## config.mk

```make
export PLATFORM = sky130hd
export DESIGN_NAME = muxbus_gpio_port
export DESIGN_NICKNAME = d
export VERILOG_FILES = /design/src/rtl/muxgpio_pkg.sv /design/src/rtl/gpio_sync.sv /design/src/rtl/gpio_regs.sv /design/src/rtl/gpio_padmux.sv /design/src/rtl/muxbus_gpio_port.sv
export SDC_FILE = /design/constraint.sdc
export NUM_CORES = 1
export LEC_CHECK = 0
export BUFFER_PORTS_ARGS = -buffer_cell sky130_fd_sc_hd__buf_2
export CORE_ASPECT_RATIO = 2
export CORE_MARGIN = 2
export CORE_UTILIZATION = 43
export CTS_CLUSTER_SIZE = 25
export DETAILED_ROUTE_END_ITERATION = 8
export GPL_ROUTABILITY_DRIVEN = 0
export PLACE_DENSITY = 0.74
export SYNTH_ARGS = -nofsm -noshare
export SYNTH_HDL_FRONTEND = slang
export SYNTH_HIERARCHICAL = 1
export SYNTH_SLANG_ARGS = --single-unit
export TNS_END_PERCENT = 10
```

## constraint.sdc

```tcl
create_clock -name clk -period 1.1 [get_ports clk]
set_input_delay 0.165 -clock clk [delete_from_list [all_inputs] [get_ports clk]]
set_output_delay 0.165 -clock clk [all_outputs]
set_load 0.03 [all_outputs]
```

## src/rtl/muxgpio_pkg.sv

```systemverilog
package muxgpio_pkg;
   typedef enum logic [1:0] {
      OPM_MCU     = 2'b00,
      OPM_MCU_SEC = 2'b01,
      OPM_EXT     = 2'b10,
      OPM_MPU     = 2'b11
   } opmode_e;

   function automatic logic opm_is_bus(input logic [1:0] m);
      return m[1];
   endfunction
endpackage

```

## src/rtl/gpio_sync.sv

```systemverilog
module gpio_sync #(
   parameter int W      = 8,
   parameter int STAGES = 2
) (
   input  logic         clk,
   input  logic         rst_n,
   input  logic [W-1:0] din,
   output logic [W-1:0] dout
);
   if (STAGES < 2) begin : g_bad_stages
      $error("gpio_sync: STAGES must be at least 2");
   end
   if (W < 1) begin : g_bad_width
      $error("gpio_sync: W must be at least 1");
   end

   logic [W-1:0] chain [STAGES];

   for (genvar s = 0; s < STAGES; s++) begin : g_stage
      if (s == 0) begin : g_first
         always_ff @(posedge clk or negedge rst_n) begin
            if (!rst_n) chain[0] <= '0;
            else        chain[0] <= din;
         end
      end else begin : g_next
         always_ff @(posedge clk or negedge rst_n) begin
            if (!rst_n) chain[s] <= '0;
            else        chain[s] <= chain[s-1];
         end
      end
   end

   assign dout = chain[STAGES-1];
endmodule

```

## src/rtl/gpio_regs.sv

```systemverilog
module gpio_regs #(
   parameter int         W           = 8,
   parameter int         BANK_W      = 4,
   parameter int         ACTIVE_BANK = 1,
   parameter logic [W-1:0] DIR_RST   = '1,
   parameter logic [W-1:0] LAT_RST   = '0
) (
   input  logic              clk,
   input  logic              rst_n,
   input  logic [BANK_W-1:0] bank_sel,
   input  logic              wr_lat,
   input  logic              wr_dir,
   input  logic              rd_dat,
   input  logic              rd_dir,
   input  logic [W-1:0]      wdata,
   input  logic [W-1:0]      pins_sync,
   output logic [W-1:0]      lat_q,
   output logic [W-1:0]      dir_q,
   output logic [W-1:0]      rdata
);
   localparam logic [BANK_W-1:0] BANK_ID = BANK_W'(ACTIVE_BANK);

   if (ACTIVE_BANK >= (1 << BANK_W)) begin : g_bad_bank
      $error("gpio_regs: ACTIVE_BANK does not fit in BANK_W");
   end

   logic bank_ok;
   assign bank_ok = (bank_sel == BANK_ID);

   always_ff @(posedge clk or negedge rst_n) begin
      if (!rst_n) begin
         lat_q <= LAT_RST;
      end else if (bank_ok && wr_lat) begin
         lat_q <= wdata;
      end
   end

   always_ff @(posedge clk or negedge rst_n) begin
      if (!rst_n) begin
         dir_q <= DIR_RST;
      end else if (bank_ok && wr_dir) begin
         dir_q <= wdata;
      end
   end

   always_comb begin
      rdata = '0;
      if (bank_ok) begin
         if (rd_dat)      rdata = pins_sync;
         else if (rd_dir) rdata = dir_q;
      end
   end

   AST_LATCH_HOLD: assert property (@(posedge clk) disable iff (!rst_n)
      !(bank_ok && wr_lat) |=> $stable(lat_q));
   AST_DIR_BANK_HOLD: assert property (@(posedge clk) disable iff (!rst_n)
      !bank_ok |=> $stable(dir_q));
endmodule

```

## src/rtl/gpio_padmux.sv

```systemverilog
module gpio_padmux #(
   parameter int W = 8
) (
   input  logic         clk,
   input  logic         rst_n,
   input  logic         bus_mode,
   input  logic [W-1:0] lat_q,
   input  logic [W-1:0] dir_q,
   input  logic [W-1:0] sys_ado,
   input  logic         sys_drive,
   input  logic [W-1:0] pins_sync,
   output logic [W-1:0] pad_out,
   output logic [W-1:0] pad_oe,
   output logic [W-1:0] sys_din
);
   for (genvar i = 0; i < W; i++) begin : g_bit
      always_comb begin
         if (bus_mode) begin
            pad_out[i] = sys_ado[i];
            pad_oe[i]  = sys_drive;
         end else begin
            pad_out[i] = lat_q[i];
            pad_oe[i]  = ~dir_q[i];
         end
      end
   end

   logic capture;
   assign capture = bus_mode && !sys_drive;

   always_ff @(posedge clk or negedge rst_n) begin
      if (!rst_n)       sys_din <= '0;
      else if (capture) sys_din <= pins_sync;
   end

   AST_SYSIN_HOLD: assert property (@(posedge clk) disable iff (!rst_n)
      !capture |=> $stable(sys_din));
endmodule

```

## src/rtl/muxbus_gpio_port.sv

```systemverilog
module muxbus_gpio_port #(
   parameter int W           = 8,
   parameter int BANK_W      = 4,
   parameter int ACTIVE_BANK = 1,
   parameter int SYNC_STAGES = 2
) (
   input  logic              clk,
   input  logic              rst_n,
   input  logic [1:0]        op_mode,
   input  logic [BANK_W-1:0] bank_sel,
   input  logic              wr_lat,
   input  logic              wr_dir,
   input  logic              rd_dat,
   input  logic              rd_dir,
   input  logic [W-1:0]      reg_wdata,
   output logic [W-1:0]      reg_rdata,
   input  logic [W-1:0]      sys_ado,
   input  logic              sys_drive,
   output logic [W-1:0]      sys_din,
   output logic [W-1:0]      pad_out,
   output logic [W-1:0]      pad_oe,
   input  logic [W-1:0]      pad_in
);
   import muxgpio_pkg::*;

   logic         bus_mode;
   logic [W-1:0] pins_sync;
   logic [W-1:0] lat_q;
   logic [W-1:0] dir_q;

   assign bus_mode = opm_is_bus(op_mode);

   gpio_sync #(.W(W), .STAGES(SYNC_STAGES)) u_sync (
      .clk   (clk),
      .rst_n (rst_n),
      .din   (pad_in),
      .dout  (pins_sync)
   );

   gpio_regs #(.W(W), .BANK_W(BANK_W), .ACTIVE_BANK(ACTIVE_BANK)) u_regs (
      .clk       (clk),
      .rst_n     (rst_n),
      .bank_sel  (bank_sel),
      .wr_lat    (wr_lat),
      .wr_dir    (wr_dir),
      .rd_dat    (rd_dat),
      .rd_dir    (rd_dir),
      .wdata     (reg_wdata),
      .pins_sync (pins_sync),
      .lat_q     (lat_q),
      .dir_q     (dir_q),
      .rdata     (reg_rdata)
   );

   gpio_padmux #(.W(W)) u_pad (
      .clk       (clk),
      .rst_n     (rst_n),
      .bus_mode  (bus_mode),
      .lat_q     (lat_q),
      .dir_q     (dir_q),
      .sys_ado   (sys_ado),
      .sys_drive (sys_drive),
      .pins_sync (pins_sync),
      .pad_out   (pad_out),
      .pad_oe    (pad_oe),
      .sys_din   (sys_din)
   );

   logic [1:0] age;
   always_ff @(posedge clk or negedge rst_n) begin
      if (!rst_n)        age <= '0;
      else if (age != 2'd3) age <= age + 2'd1;
   end

   AST_RDATA_BANK: assert property (@(posedge clk) disable iff (!rst_n)
      (bank_sel != BANK_W'(ACTIVE_BANK)) |-> (reg_rdata == '0));

   if (SYNC_STAGES == 2) begin : g_lat_chk
      AST_SYNC_LATENCY: assert property (@(posedge clk) disable iff (!rst_n)
         (age >= 2'd2 && rd_dat && bank_sel == BANK_W'(ACTIVE_BANK))
            |-> (reg_rdata == $past(pad_in, 2)));
   end
endmodule

```

Word level (Yosys, flattened, before mapping)
Cells that the tools add are included.
- flip-flop bits (word level): 40
- equality and inequality tests: 1
- multiplexer cells: 19
- bitwise logic cells: 8
- reductions and logical operators: 4
- operators by type and width (operator ; number):
    $mux 8 ; 3
    $mux 1 ; 16
    $not 1->1 ; 8
    $eq 4x1->1 const B ; 1
    $logic_and 1x1->1 ; 3
    $logic_not 1->1 ; 1

Logic depth before layout (Yosys ltp)
Gate-level depths: netlist (run 1).
- depth in word-level cells: 3
- gate-level depth with buffers: 5
- depth with buffers taken out: 3

Modules after synthesis
Netlist (run 1), hierarchy kept.
- modules (own cells, without submodules) (module ; times used ; cells each ; area each (sq um)):
    gpio_regs ; 1 ; 57 ; 752.0
    gpio_padmux ; 1 ; 37 ; 483.0
    gpio_sync ; 1 ; 24 ; 460.4

Worst setup path after synthesis (run 1)
OpenSTA, ideal clock, no wires.
- path type: input to output
- from: input bank_sel[1]
- to: output reg_rdata[5]
- data arrival time: 1318 ps
- data required time: 935 ps
- path slack: -383 ps
- cell stages on the path: 3
- buffers on the path: 1
- cell sequence: or4b_1 > buf_2 > a21oi_1
- word-level cells in the longest chain between the ends: 2
- RTL lines (element ; RTL line ; source):
    from (decl) ; muxbus_gpio_port.sv:10 ; input logic [BANK_W-1:0] bank_sel,
    $eq 4x1->1 ; gpio_regs.sv:28 ; assign bank_ok = (bank_sel == BANK_ID);
    $mux 8 ; gpio_regs.sv:48 ; if (bank_ok) begin
    to (decl) ; muxbus_gpio_port.sv:16 ; output logic [W-1:0] reg_rdata,
No other way between the ends.

Worst setup path in the final report (run 1)
- from: register u_regs.dir_q[6]
- to: output reg_rdata[6]
- word-level cells in the longest chain between the ends: 3
- RTL lines (element ; RTL line ; source):
    from (decl) ; gpio_regs.sv:18 ; output logic [W-1:0] dir_q,
    from (signal assigned) ; gpio_regs.sv:42 ; dir_q <= wdata;
    $mux 8 ; gpio_regs.sv:50 ; else if (rd_dir) rdata = dir_q;
    $mux 8 ; gpio_regs.sv:49 ; if (rd_dat) rdata = pins_sync;
    $mux 8 ; gpio_regs.sv:48 ;
No other way between the ends.

==> results_dict.tcl, run 1 <==
set metrics [dict create \
    hold_ws_ns 0.1341 \
    core_area_um2 3804 \
    clk_root_buffer_cell "clkbuf_8" \
    grt_setup_unrepaired "true" \
    timing_worst_slew_pin_value_ns 0.5045 \
    cts_inserted_buffers 5 \
    clock_sinks 40 \
    worst-path-max-fanout 2 \
    wl_per_cell_um 15.80 \
    tritoncts_clock_tree "done" \
    global_route_wire_length_before_repair_um 6582 \
    r2r_slack_ns 0.25 \
    critical-path-top-delay-family "flip-flops" \
    drc_errors 0 \
    rr_endpoint "u_regs/dir_q[1]" \
    fraction_of_synthesis_flops_using_an_asynchronous_set_or_reset_pin_pct 100.0 \
    layout.nets 245 \
    diodes 0 \
    top_level_ports 69 \
    share_of_synthesized_area_occupied_by_flip_flops_and_latches_pct 59.63 \
    cp_slowest_stage_delay_ns 0.54 \
    cp-start-kind "flop" \
    maximum_number_of_pins_on_one_net_before_global_route_repair 41 \
    yosysWarningCount 6 \
    vias_per_cell 4.946 \
    max-slew-margin-rel_pct 66.30 \
    h-tree-depth 2 \
    nets_in_the_synthesized_netlist 155 \
    netlist_area_um2 1695 \
    worstHoldPathType "input pin to flop" \
    path_buf_inv 1 \
    timing.final.crit_period_ns 1.432 \
    placedInstanceArea_um2 2270 \
    final.period_utilization_pct 130.2 \
    failing_checks "negative setup slack" \
    dp.final_hpwl_um 3076 \
    stdcell_area_um2 2660 \
    rows 32 \
    floorplan.initialDensity_pct 44.57 \
    clk_pin_slew_ns 0.07 \
    power-per-cell-area_nw_per_um2 1518 \
    r2r_start "u_regs/dir_q[1]" \
    synth_ff_type "dfrtp_1" \
    routed_wirelength_um 4109 \
    post_route_cells_drive_above_1_share_pct 74.64 \
    min-delay-start "reg_wdata[6]" \
    timing.max_cap.violations 0 \
    timing.setup.critical_path_class "flop to output pin" \
    synthDistinctLibCells 21 \
    drv_slew 0 \
    horizontal_die_dimension_um 48.40 \
    routed-via-count 1286 \
    clock_insertion_delay_worst_skew_ns 0.28 \
    globalRouteOverflowTotal 0 \
    final.setup.worst_slack_ns -0.3318 \
    run_status "finished, violations left" \
    hold_endpoint "u_regs/lat_q[6]" \
    number_of_synthesized_flops_with_an_enable_pin 0 \
    globalRouteTotalUtil_pct 19.70 \
    post_synth_inst_count 118 \
    drt_iter0_drc 13 \
    first_global_vias 1388 \
    crit_slowest_cell "dfstp_2" \
    final.fill_count 275 \
    finalHoldViolCount 0 \
    mean_instance_size_in_the_synthesized_netlist_um2 14.37 \
    vdd_ir_drop_max_mv 1.078 \
    die_area_um2 4492 \
    drt-pass1-iter-count 4 \
    dpl.cell_count 242 \
    crit_path_cell_trace "nand3b_1 > a21oi_4 > buf_6" \
    timing.reg2reg.worst_path_depth 2 \
    skew_ns 0.001621 \
    leakage_nw 1.210 \
    whs_path_depth 2 \
    yosys_register_bits 40 \
    worst-endpoint-arrival_ns 1.27 \
    numPortBuffers 67 \
    timing.fmax_mhz 698.4 \
    fin_util_pct 69.93 \
    multi_input_area_um2 701.9 \
    layoutNonFillerInstCount 260 \
    end_kind "output pin" \
    number_of_antenna_violations_at_the_first_check_in_global_routing 0 \
    route.antenna.remaining_nets 0 \
    cp.required_ns 0.94 \
    max-clock-path-buffers 2 \
    die_y_um 92.80 \
    area.growth.synth_to_final_pct 56.90 \
    register_area_um2 1011 \
    setup-tns-final_ns -5.331 \
    finalSetupViolCount 32 \
]
-- cells in the mapped netlist, drive strengths merged (2+ instances only) --
| cell | number | area [um2] |
|---|---|---|
| nand2 | 4 | 20.02 |
| buf | 12 | 102.6 |
| mux2 | 32 | 367.9 |
| nand3b | 2 | 15.01 |
| nor2b | 2 | 20.02 |
| a21oi | 10 | 50.05 |
| dfstp | 8 | 210.2 |
| dfrtp | 32 | 800.8 |
| nor2 | 6 | 22.52 |
| a22oi | 6 | 45.04 |
-- final cells by class --
cell class,count,share of cell area [%]
clock buffer,7,2.869
clock inverter,1,0.1881
inverter,1,0.1411
multi-input combinational,64,26.39
sequential,40,38.01
tap,51,2.399
timing repair buffer,96,30.01
-- kinds of logic (layout without fill, tap and decap cells) --
group,Yosys count,after routing,share of synthesized area [%]
AO/OA/AOI/OAI,16,16,5.609
buffers and inverters,14,105,6.494
flip-flops,40,40,59.63
multiplexers,32,32,21.70
AND/OR/NAND/NOR,16,16,6.568
-- cells in the final DEF, fill, tap and decap left out --
cell / instances
nand2_1: 2
nor4b_4: 1
clkbuf_8: 5
nand2_2: 2
a22oi_2: 3
buf_12: 3
mux2_2: 26
buf_4: 11
clkinv_2: 1
dfstp_2: 8
a21oi_4: 2
mux2_1: 1
buf_6: 32
nand3b_1: 2
dfrtp_1: 32
clkbuf_1: 2
nor2b_4: 1
a22oi_1: 3
mux2_4: 5
dlygate4sd3_1: 9
inv_1: 1
or4b_4: 1
a21oi_2: 8
buf_2: 41
nor2b_1: 1
nor2_4: 6
-- registers in the layout, summed over array words and instances, names as in the netlist --
register and cells:
u_sync/chain 8, u_regs/lat_q 8, u_pad/sys_din 8, u_regs/dir_q 8, u_sync/dout 8
-- stage by stage --
stage / power [mW] / worst slack, ns
CTS: 4.033 / -0.3342
detailed placement: 2.954 / -0.3783
floorplan: 2.535 / -0.1504
finish: 4.038 / -0.3318
global route: 4.223 / -0.3666
global placement: 2.913 / -0.3550
-- routing by layer --
layer | GRT usage (%) | share of wire (%)
met1 | 20.50 | 33
met5 | 0 | 0
met2 | 37.27 | 60
met4 | 10.71 | 3.5
met3 | 2.581 | 3.7
-- where the power goes --
part           internal (mW)  total, mW  switching (mW)
combinational          0.665       1.29           0.623
clock                  0.444      0.885           0.441
sequential              1.73       1.86           0.131
-- timing repair --
item / in CTS / in global routing
pin swaps: 10 / 4
endpoints found under the setup margin: 25 / 40
endpoints found under the hold margin: 40 / 0
setup buffers: 0 / 1
resized for setup: 54 / 8
hold buffers: 9 / 0
-- worst max path at each step --
stage	from	to	cells after the start	slack (ns)
6_report	u_regs/dir_q[6]	reg_rdata[6]	3	-0.33
3_5_place_dp	bank_sel[1]	reg_rdata[5]	4	-0.38
5_1_grt	u_regs/dir_q[6]	reg_rdata[6]	3	-0.37
4_1_cts	u_regs/dir_q[6]	reg_rdata[6]	3	-0.33
3_3_place_gp	bank_sel[1]	reg_rdata[6]	4	-0.35
2_1_floorplan	bank_sel[1]	reg_rdata[5]	3	-0.15
No activity file was read; power rests on OpenSTA's default activity.
==> inputs of run 2 (changes only) <==
REMOVE_ABC_BUFFERS = 1   (was default)
==> run 2 against run 1 <==
The run still ends with negative setup slack left; setup slack improved by 0.027 ns; largest power group unchanged; flip-flop and latch count did not move; critical endpoint unchanged; highest routed layer unchanged; via count fell by 0.31%.
==> results_dict.tcl, run 2 (synthesis results as in run 1) <==
set metrics [dict create \
    run_status "finished, violations left" \
    failing_checks "negative setup slack" \
    max-clock-path-buffers 2 \
    power-per-cell-area_nw_per_um2 1715 \
    globalRouteOverflowTotal 0 \
    timing_worst_slew_pin_value_ns 0.5737 \
    worstHoldPathType "input pin to flop" \
    routed_wirelength_um 4223 \
    r2r_start "u_regs/dir_q[6]" \
    r2r_slack_ns 0.25 \
    pre_cts_slack_ns -0.4208 \
    drt-pass1-iter-count 4 \
    clock_sinks 40 \
    worst-endpoint-arrival_ns 1.24 \
    hold_ws_ns 0.1230 \
    min-delay-start "reg_wdata[1]" \
    most-common-layout-cells "buf_2 (43), dfrtp_1 (32), mux2_2 (28)" \
    dp.final_hpwl_um 3032 \
    final.fill_count 292 \
    rows 32 \
    end_kind "output pin" \
    area.growth.synth_to_final_pct 46.20 \
    finalHoldViolCount 0 \
    path_buf_inv 1 \
    grt_setup_unrepaired "true" \
    clock_insertion_delay_worst_skew_ns 0.29 \
    stdcell_area_um2 2479 \
    rr_endpoint "u_regs/dir_q[6]" \
    timing.final.crit_period_ns 1.405 \
    max-slew-margin-rel_pct 61.67 \
    drv_slew 0 \
    skew_ns 0.003727 \
    wl_per_cell_um 16.69 \
    final.setup.worst_slack_ns -0.3049 \
    clk_pin_slew_ns 0.07 \
    crit_slowest_cell "dfstp_2" \
    crit_path_cell_trace "nand3b_1 > a21oi_2 > buf_6" \
    globalRouteTotalUtil_pct 20.39 \
    critical-path-top-delay-family "flip-flops" \
    vias_per_cell 5.067 \
    whs_path_depth 2 \
    cp-start-kind "flop" \
    horizontal_die_dimension_um 48.40 \
    number_of_antenna_violations_at_the_first_check_in_global_routing 0 \
    leakage_nw 1.168 \
    cp.required_ns 0.94 \
    tritoncts_clock_tree "done" \
    clk_root_buffer_cell "clkbuf_8" \
    routed-via-count 1282 \
    die_area_um2 4492 \
    layout.nets 238 \
    final.period_utilization_pct 127.7 \
    timing.reg2reg.worst_path_depth 2 \
    global_route_wire_length_before_repair_um 6824 \
    timing.max_cap.violations 0 \
    timing.setup.critical_path_class "flop to output pin" \
    worst-path-max-fanout 2 \
    diodes 0 \
    cts_inserted_buffers 5 \
    hold_endpoint "u_regs/lat_q[1]" \
    cp_slowest_stage_delay_ns 0.55 \
    core_area_um2 3804 \
    floorplan.initialDensity_pct 44.57 \
    post_route_cells_drive_above_1_share_pct 68.81 \
    route.antenna.remaining_nets 0 \
    maximum_number_of_pins_on_one_net_before_global_route_repair 41 \
    vdd_ir_drop_max_mv 1.441 \
    totalPowerFinal_mw 4.252 \
    placedInstanceArea_um2 2103 \
    numPortBuffers 67 \
    drt_iter0_drc 18 \
    top_level_ports 69 \
    timing.fmax_mhz 711.8 \
    mostFrequentLayoutCell "buf_2" \
    finalSetupViolCount 24 \
    die_y_um 92.80 \
    drc_errors 0 \
    h-tree-depth 2 \
    first_global_vias 1476 \
]
run 2: cell types whose count changed in the layout (fill, tap and decap cells not counted), sizes merged:
cell,before,now
clkinv,1,0
buf,87,80
bufinv,0,1
run 2: metal layers:
| metal | GRT usage (%) | wire (um) |
|---|---|---|
| met1 | 19.34 | 1386 |
| met2 | 39.70 | 2521 |
| met3 | 5.000 | 203 |
| met4 | 9.524 | 112 |
| met5 | 0 | 0 |
run 2: worst max path at each step:
| stage | depth (start not counted) | slack (ns) | from | endpoint |
|---|---|---|---|---|
| 2_1_floorplan | 2 | -0.39 | bank_sel[1] | reg_rdata[5] |
| 3_3_place_gp | 4 | -0.38 | bank_sel[1] | reg_rdata[5] |
| 3_5_place_dp | 4 | -0.42 | bank_sel[1] | reg_rdata[4] |
| 4_1_cts | 3 | -0.30 | u_regs/dir_q[6] | reg_rdata[6] |
| 5_1_grt | 3 | -0.35 | u_regs/dir_q[6] | reg_rdata[6] |
| 6_report | 3 | -0.30 | u_regs/dir_q[6] | reg_rdata[6] |
run 2: power by group:
part           switching (mW)  internal, mW
clock                   0.501         0.800
combinational           0.553         0.537
sequential              0.128          1.73
run 2: what timing repair did:
action | in CTS | in global routing
endpoints found under the hold margin | 40 | 0
setup endpoints to repair | 24 | 32
resized for setup | 35 | 13
hold buffers | 9 | 0
cloned | 0 | 0
buffers inserted | 0 | 1
pin swaps | 2 | 5
run 2: area by class of cell:
cell class                      count  area (um2)  area share [%]
Multi-Input combinational cell     64       613.1           24.73
Tap cell                           51       63.81           2.574
Clock buffer                        7       96.34           3.887
Timing Repair Buffer               89       660.6           26.65
Clock inverter                      1       30.03           1.212
Sequential cell                    40        1011           40.79
Inverter                            1       3.754          0.1514
run 2: metrics by stage:
stage / cells / TNS (ns) / util [%]
3_3_place_gp: 235 / -6.349 / 55.30
5_1_grt: 253 / -5.894 / 65.16
3_5_place_dp: 235 / -7.533 / 55.30
2_1_floorplan: 105 / -2.742 / -
4_1_cts: 252 / -4.844 / 63.65
6_report: 253 / -4.794 / 65.16
==> inputs of run 3 (changes only) <==
BUFFER_PORTS_ARGS = default   (was -buffer_cell sky130_fd_sc_hd__buf_2)
CORE_UTILIZATION = 55   (was 43)
DONT_BUFFER_PORTS = 1   (was default)
PLACE_DENSITY = 0.72   (was 0.74)
==> run 3 against run 2 <==
The run ends with negative hold slack, negative setup slack left; clock skew down 0.0016 ns; via count shrank 19%; worst hold slack got worse by 0.56 ns; critical path type unchanged; core utilization grew 5.3 points; die area is 21% lower; power down 13%; count of clock-buffer cells in the layout up 1; largest cell class unchanged; maximum frequency increased by 0.29%; clock power fell by 26%; global-route usage increased by 0.76 points.
==> results_dict.tcl, run 3 (synthesis results as in run 1) <==
set metrics [dict create \
    finalSetupViolCount 24 \
    maximum_number_of_pins_on_one_net_before_global_route_repair 41 \
    clock_insertion_delay_worst_skew_ns 0.28 \
    switching_power_share_of_the_total_pct 27.93 \
    critPathCapture "reg_rdata[6]" \
    grt_setup_unrepaired "true" \
    post_cts_hold_buffer_count 8 \
    routed-via-count 1044 \
    timing.setup.critical_path_class "flop to output pin" \
    max-clock-path-buffers 2 \
    timing.max_cap.violations 0 \
    p_switching_mw 1.032 \
    skew_ns 0.002116 \
    r2r_slack_ns 0.26 \
    timing_worst_slew_pin_value_ns 0.4634 \
    globalRouteTotalUtil_pct 21.15 \
    power-per-cell-area_nw_per_um2 1783 \
    critical-path-top-delay-family "flip-flops" \
    worstHoldPathType "input pin to async pin" \
    post_route_cells_drive_above_1_share_pct 54.36 \
    clk_root_buffer_cell "clkbuf_8" \
    vias_per_cell 5.832 \
    finalHoldViolCount 40 \
    die_area_um2 3570 \
    cp_slowest_stage_delay_ns 0.54 \
    worst-path-max-fanout 2 \
    end_kind "output pin" \
    multi_input_area_um2 620.6 \
    top_layer "met4" \
    crit_slowest_cell "dfstp_2" \
    seq_power_share_pct 50.4 \
    worst-endpoint-arrival_ns 1.24 \
    cp-start-kind "flop" \
    run_status "finished, violations left" \
    global_route_wire_length_before_repair_um 5471 \
    comb_power_share_pct 23.7 \
    final.fill_count 218 \
    core_area_um2 2943 \
    setup-tns-final_ns -4.006 \
    crit_path_start "u_regs/dir_q[6]" \
    path_buf_inv 1 \
    area.growth.synth_to_final_pct 22.29 \
    wl_per_cell_um 18.89 \
    mostFrequentLayoutCell "dfrtp_1" \
    clk_pin_slew_ns 0.07 \
    final.period_utilization_pct 127.3 \
    tritoncts_clock_tree "done" \
    routed_wirelength_um 3382 \
    layoutNonFillerInstCount 179 \
    totalPowerFinal_mw 3.696 \
    clock_sinks 40 \
    horizontal_die_dimension_um 43.26 \
    first_global_vias 1185 \
    drt_iter0_drc 32 \
    h-tree-depth 2 \
    max-slew-margin-rel_pct 69.04 \
    floorplan.initialDensity_pct 57.61 \
    failing_checks "negative hold slack, negative setup slack" \
    r2r_start "u_regs/dir_q[6]" \
    cts_inserted_buffers 5 \
    wl_met3_um 257 \
    cp.required_ns 0.94 \
    globalRouteOverflowTotal 0 \
    timing.fmax_mhz 713.9 \
    fin_util_pct 70.45 \
    met2RoutedLength_um 1860 \
    crit_path_cell_trace "nand3b_1 > a21oi_2 > buf_6" \
    drt-pass1-iter-count 4 \
    drc_errors 0 \
    p_int_mw 2.664 \
    layout.nets 185 \
    hold_ws_ns -0.4321 \
    rr_endpoint "u_regs/dir_q[6]" \
    diodes 0 \
    number_of_antenna_violations_at_the_first_check_in_global_routing 0 \
    timing.final.crit_period_ns 1.401 \
    top_level_ports 69 \
    vdd_ir_drop_max_mv 1.425 \
    dpl.cell_count 160 \
    leakage_nw 0.9302 \
    crit_cells 3 \
    most-common-layout-cells "dfrtp_1 (32), buf_4 (25), mux2_2 (21)" \
    routedLengthMet1_um 1176 \
    rows 28 \
    drv_slew 0 \
    route.antenna.remaining_nets 0 \
    timing.reg2reg.worst_path_depth 2 \
    final.setup.worst_slack_ns -0.3008 \
    pwr-share-clk_pct 25.9 \
    die_y_um 82.52 \
    numPortBuffers 0 \
    register_area_um2 1011 \
]
==> run 3: cell count changes in the layout (fill, tap and decap cells not counted), moves of 3 or more <==
cell,previous run,this run
buf_2,43,0
buf_4,21,25
mux2_2,28,21
buf_6,14,2
a21oi_2,5,2
a21oi_1,5,8
mux2_4,3,10
==> run 3: power by group through the flow <==
| stage | Sequential (mW) | Combinational (mW) | Clock (mW) |
|---|---|---|---|
| detailed placement | 1.89 | 0.769 | 0 |
| CTS | 1.86 | 0.860 | 0.995 |
| floorplan | 1.93 | 0.501 | 0 |
| finish | 1.86 | 0.876 | 0.956 |
| global placement | 1.87 | 0.750 | 0 |
| global route | 1.89 | 0.923 | 1.05 |
==> run 3: cell type report <==
| type | count | area share, % |
|---|---|---|
| clock buffers | 8 | 4.345 |
| inverters | 1 | 0.1810 |
| multi-input cells | 64 | 29.93 |
| flip-flops and latches | 40 | 48.76 |
| well taps | 30 | 1.810 |
| repair buffers | 36 | 14.97 |
==> run 3: timing repair <==
action,in CTS,in global routing
buffers inserted,2,1
pin swaps,2,2
setup endpoints to repair,24,24
hold endpoints to repair,48,40
gates resized for setup,11,3
==> run 3: layer usage <==
metal | global-route usage [%] | vias up
li1 | - | 464
met1 | 22.11 | 522
met2 | 37.76 | 51
met3 | 6.087 | 7
met4 | 10.30 | 0
met5 | 0 | -
==> run 3: worst min path at each step <==
stage,startpoint,end,slack [ns]
after floorplan,rst_n,u_pad/sys_din[0],-0.13
after global placement,rst_n,u_pad/sys_din[1],-0.13
after detailed placement,rst_n,u_pad/sys_din[1],-0.13
after CTS,rst_n,u_regs/lat_q[7],-0.44
after global routing,rst_n,u_pad/sys_din[1],-0.45
final,rst_n,u_pad/sys_din[1],-0.43
==> run 3: metrics by stage <==
step / setup slack (ns) / area [um2]
finish: -0.3008 / 2073
global route: -0.3404 / 2073
CTS: -0.3170 / 2053
detailed placement: -0.3263 / 1827
global placement: -0.2515 / 1827
floorplan: -0.3939 / 1589
